$ cat config.mk
export PLATFORM = sky130hd
export DESIGN_NAME = cdc_conv_seq
export DESIGN_NICKNAME = d
export VERILOG_FILES = /design/src/rtl/cdc_conv_seq.sv
export SDC_FILE = /design/constraint.sdc
export NUM_CORES = 1
export LEC_CHECK = 0
export BUFFER_PORTS_ARGS = -buffer_cell sky130_fd_sc_hd__clkbuf_2
export CAP_MARGIN = 30
export CORE_UTILIZATION = 55
export CTS_CLUSTER_SIZE = 8
export DETAILED_ROUTE_END_ITERATION = 10
export HOLD_SLACK_MARGIN = 0.15
export PLACE_DENSITY = 0.92
export SLEW_MARGIN = 20
export SYNTH_ARGS = -nofsm -noshare
export SYNTH_HDL_FRONTEND = slang
export SYNTH_SLANG_ARGS = --single-unit
$ cat constraint.sdc
create_clock -name clk -period 5.09 [get_ports clk]
set_clock_uncertainty 0.05 [all_clocks]
set_input_delay 0.509 -clock clk [delete_from_list [all_inputs] [get_ports clk]]
set_output_delay 0.509 -clock clk [all_outputs]
set_load 0.01 [all_outputs]
$ cat src/rtl/cdc_conv_seq.sv
module cdc_conv_seq #(
  parameter int TICKS_PER_MS = 1000,
  parameter int DW = 16
) (
  input  logic          clk,
  input  logic          rst_n,
  input  logic          cfg_wr,
  input  logic [7:0]    cfg_wdata,
  input  logic [1:0]    osr_sel,
  input  logic          supply_low,
  input  logic          rd_busy,
  input  logic          rd_ch,
  input  logic          conv_done,
  input  logic [DW-1:0] conv_result,
  output logic          conv_start,
  output logic          conv_ch,
  output logic [7:0]    cfg_rdata,
  output logic [7:0]    status,
  output logic [DW-1:0] data1,
  output logic [DW-1:0] data2
);
  localparam int MAXT = 60 * TICKS_PER_MS;
  localparam int TW = $clog2(MAXT + 1);
  localparam logic [2:0] M_IDLE = 3'b000, M_CONT = 3'b001, M_ONCE = 3'b010,
                         M_PDN = 3'b011, M_OCAL = 3'b101, M_GCAL = 3'b110;
  localparam logic [DW-1:0] KEEP = {{(DW-4){1'b1}}, 4'b0000};

  logic [2:0]    mode;
  logic [1:0]    en, pend, rdy, avail, rest;
  logic          busy, cur, prev, got, last, start_q, rdb_q, rdch_q;
  logic [TW-1:0] tmr;
  logic [DW-1:0] res_q, d1_q, d2_q, res;
  logic          cont, once, cal, nxt, fin, blk;

  function automatic logic [TW-1:0] conv_len(input logic [1:0] s);
    case (s)
      2'd0:    return TW'(5 * TICKS_PER_MS);
      2'd1:    return TW'(20 * TICKS_PER_MS);
      2'd2:    return TW'(50 * TICKS_PER_MS);
      default: return TW'(60 * TICKS_PER_MS);
    endcase
  endfunction

  assign cont  = (mode == M_CONT);
  assign cal   = (mode == M_OCAL) || (mode == M_GCAL);
  assign once  = (mode == M_ONCE) || cal;
  assign avail = cont ? en : (once ? pend : 2'b00);
  assign nxt   = (avail == 2'b11) ? (cont ? ~prev : 1'b0) : avail[1];
  assign fin   = busy && (tmr == '0) && (got || conv_done);
  assign res   = conv_done ? conv_result : res_q;
  assign blk   = rd_busy && (rd_ch == cur);
  assign rest  = pend & ~(2'b01 << cur);

  always_ff @(posedge clk or negedge rst_n) begin
    if (!rst_n) begin
      mode <= M_IDLE; en <= 2'b00; pend <= 2'b00; rdy <= 2'b11;
      busy <= 1'b0; cur <= 1'b0; prev <= 1'b1; got <= 1'b0; last <= 1'b0;
      start_q <= 1'b0; rdb_q <= 1'b0; rdch_q <= 1'b0;
      tmr <= '0; res_q <= '0; d1_q <= '0; d2_q <= '0;
    end else begin
      start_q <= 1'b0;
      rdb_q   <= rd_busy;
      if (rd_busy) rdch_q <= rd_ch;
      if (rdb_q && !rd_busy) rdy[rdch_q] <= 1'b1;
      if (cfg_wr) begin
        mode <= cfg_wdata[2:0];
        en   <= {cfg_wdata[3], cfg_wdata[4]};
        pend <= {cfg_wdata[3], cfg_wdata[4]};
        busy <= 1'b0;
        got  <= 1'b0;
        prev <= 1'b1;
      end else if (!busy) begin
        if (avail != 2'b00) begin
          busy    <= 1'b1;
          start_q <= 1'b1;
          cur     <= nxt;
          prev    <= nxt;
          tmr     <= conv_len(osr_sel) - 1'b1;
          got     <= 1'b0;
        end else if (once) begin
          mode <= M_IDLE;
        end
      end else begin
        if (tmr != '0) tmr <= tmr - 1'b1;
        if (conv_done) begin
          got   <= 1'b1;
          res_q <= conv_result;
        end
        if (fin) begin
          busy <= 1'b0;
          got  <= 1'b0;
          if (!cal && !blk) begin
            if (cur) d2_q <= res & KEEP;
            else     d1_q <= res & KEEP;
            rdy[cur] <= 1'b0;
            last     <= cur;
          end
          if (once) begin
            pend <= rest;
            if (rest == 2'b00) mode <= M_IDLE;
          end
        end
      end
    end
  end

  assign conv_start = start_q;
  assign conv_ch    = cur;
  assign cfg_rdata  = {3'b000, en[0], en[1], mode};
  assign status     = {(mode == M_PDN) || supply_low, 4'b0000, last, rdy[1], rdy[0]};
  assign data1      = d1_q;
  assign data2      = d2_q;
endmodule

==> run_results.csv <==
group,metric,value,unit
worst_setup_path,crit_required,5.29,ns
clock_tree,clockBufferDepth,2,
global_route,antenna_found_initial,0,
outcome,status,"complete, no violations",
sta,tightest_slew,0.8640,ns
finish,regArea,0.001730,mm²
floorplan,rows,28,
sta,hold_viol_final,0,
sta,max_freq,0.3208,GHz
floorplan,io_pins,83,
placement,gp_congestion,0.8392,
clock_tree,cts_tree,"done",
synth,yosys.area.top_type,"dfrtp_1",
worst_hold_path,hp-class,"in2async",
sta,slew_viol_final,0,
global_route,grt_pass1_wl,12710,µm
floorplan,start_util,58.50,%
placement,place_area,0.003840,mm²
sta,rsz0062_at_grt,"no",
floorplan,die_w,82.52,µm
finish,multi_input_area,0.001655,mm²
sta,min_period,3.117,ns
finish,post-route-util,66.19,%
clock_tree,cts_root_buffer,"clkbuf_8",
worst_setup_path,critPathCaptureType,"register",
floorplan,core_area,0.006096,mm²
finish,syn_to_final_growth,13.16,%
clock_tree,numCtsBuffers,9,
clock_tree,clk_transition_reported_paths,0.08,ns
route,drc,0,
global_route,grt_usage,25.44,%
synth,yosys-top-cells-area,"dfrtp_1 46%, mux2_2 19%, buf_4 3.4%, dfstp_2 2.2%, a21oi_1 1.7%",
finish,fin_area,0.004035,mm²
synth,synth.ff_latch_count,69,
route,wl_per_cell,17.18,µm
route,routed_wl,7781,µm
finish,drive_above_1_share,40.74,%
power_and_ir_drop,peakVddDrop,0.2690,mV
sta,hold_ws,0.2826,ns
sta,setup_viol,0,
global_route,grt_max_degree,70,
sta,fin_tns_setup,0,ns
synth,ys_types,58,
synth,yosys_warnings,0,
power_and_ir_drop,powerDensity,441.8,mW/mm²
synth,synth_common_cells,"66 x dfrtp_1, 59 x mux2_2, 16 x buf_4, 15 x nand2_1, 13 x inv_1",
synth,seq_area_frac_synth,48.53,%
synth,syn_inst,317,
global_route,grt_overflow,0,
synth,synth_edf_count,0,
route,drtAntennaViolNets,0,
clock_tree,cts.sinks,69,
synth,ys.flop_type,"dfrtp_1",
finish,insertedDiodeCount,0,
worst_setup_path,crit_path_start_kind,"register",
worst_setup_path,cp_max_fo,21,
sta,fin_crit_sh,61.25,%
route,via_per_inst,6.044,
sta,relSlewSlack,42.40,%
clock_tree,htreeDepth,3,
worst_setup_path,worstPathArrival,3.32,ns
global_route,first_global_vias,2674,
clock_tree,insertion_delay,0.37,ns
run,max_cap_violations,0,
route,first_iter_violations,359,
floorplan,die-area,0.006810,mm²
synth,syn_avg_cell_area,11.25,µm²
floorplan,dieHeight,82.52,µm
route,drt_first_pass_iters,5,
synth,yosysMostFrequentCell,"dfrtp_1",
finish,fin_nets,407,
finish,fillers,459,
placement,io_buffers,60,
synth,async_flop_share,100.0,%
synth,synthesis.area,0.003566,mm²
route,vias,2738,
clock_tree,cts_resized,0,
synth,synth_top_area_share,46.32,%
clock_tree,post_cts_buffers,0,
worst_setup_path,critical_path_class,"reg2reg",
power_and_ir_drop,total_power,1.783,mW
power_and_ir_drop,p_leak,1.918,nW
worst_setup_path,ff2ff_setup_slack,1.97,ns
clock_tree,cts_hold_buf,0,
placement,dpl.hpwl,5189,µm
==> kinds of logic (layout without fill, tap and decap cells) <==
| family | count (synthesis) | after routing | share of synthesized area, % |
|---|---|---|---|
| other cells | 1 | 15 | 0.1052 |
| compound gates | 59 | 59 | 11.89 |
| flops | 69 | 69 | 48.53 |
| buf+inv | 45 | 92 | 6.526 |
| xor+xnor | 2 | 2 | 0.4913 |
| simple gates | 81 | 81 | 13.47 |
| fa+ha+maj | 1 | 1 | 0.3508 |
| mux | 59 | 59 | 18.63 |
==> flip-flops by register name, summed over array words and instances (netlist names) <==
signal,count
res_q,12
got,1
conv_ch,1
last,1
conv_start,1
pend,2
data2,12
tmr,16
data1,12
en,2
rdy,2
busy,1
rdch_q,1
prev,1
mode,3
rdb_q,1
==> worst max-delay path, stage by stage, from the launching register on <==
cell     delay (ns)
dfrtp_1        0.76
inv_2          0.30
or4_4          0.63
nor4_4         0.40
nand3_2        0.44
mux2_2         0.43
==> path summary, 6_finish.rpt <==
check,start,end,depth (start not counted)
setup / recovery,busy,data1[8],5
hold / removal,rst_n,mode[0],2
setup reg to reg,busy,data1[8],5
hold reg to reg,res_q[15],res_q[15],1
max in group asynchronous,rst_n,last,2
min in group clk,rd_busy,rdb_q,1
==> cell usage in the layout, fill, tap and decap left out, drive strengths merged, types with 10 or more instances in the layout <==
cell,Yosys,routed
a21oi,12,12
conb,1,15
dfrtp,66,66
mux2,59,59
nand2,15,15
clkbuf,11,68
nor3,12,12
nor2,10,10
inv,14,18
o21ai,11,11
==> through the flow <==
| stage | setup WS, ns | cells |
|---|---|---|
| 2_1_floorplan | 2.751 | 331 |
| 3_3_place_gp | 2.050 | 436 |
| 3_5_place_dp | 2.010 | 436 |
| 4_1_cts | 1.978 | 452 |
| 5_1_grt | 1.849 | 453 |
| 6_report | 1.973 | 453 |
==> cell type report <==
cell class | instances | share of cell area [%]
Sequential cell | 69 | 42.88
Multi-Input combinational cell | 217 | 41.02
Timing Repair Buffer | 62 | 7.814
Clock buffer | 9 | 3.070
Tap cell | 75 | 2.326
Clock inverter | 7 | 1.581
Inverter | 14 | 1.302
==> power by group <==
group	total [mW]	switching (mW)	internal (mW)	leakage, nW
sequential	0.820	0.144	0.677	0.869
combinational	0.524	0.282	0.242	0.959
clock	0.438	0.251	0.188	0.0903
total	1.78	0.676	1.11	1.92
==> per-layer routing <==
metal  global-route usage [%]  up-vias  routed length, µm
li1                         -     1248                  -
met4                    10.34        0                180
met1                    30.71     1324               3246
met2                    41.74      144               3783
met5                        0        -                  0
met3                    8.681       22                570
(Power assumes the default switching activity.)
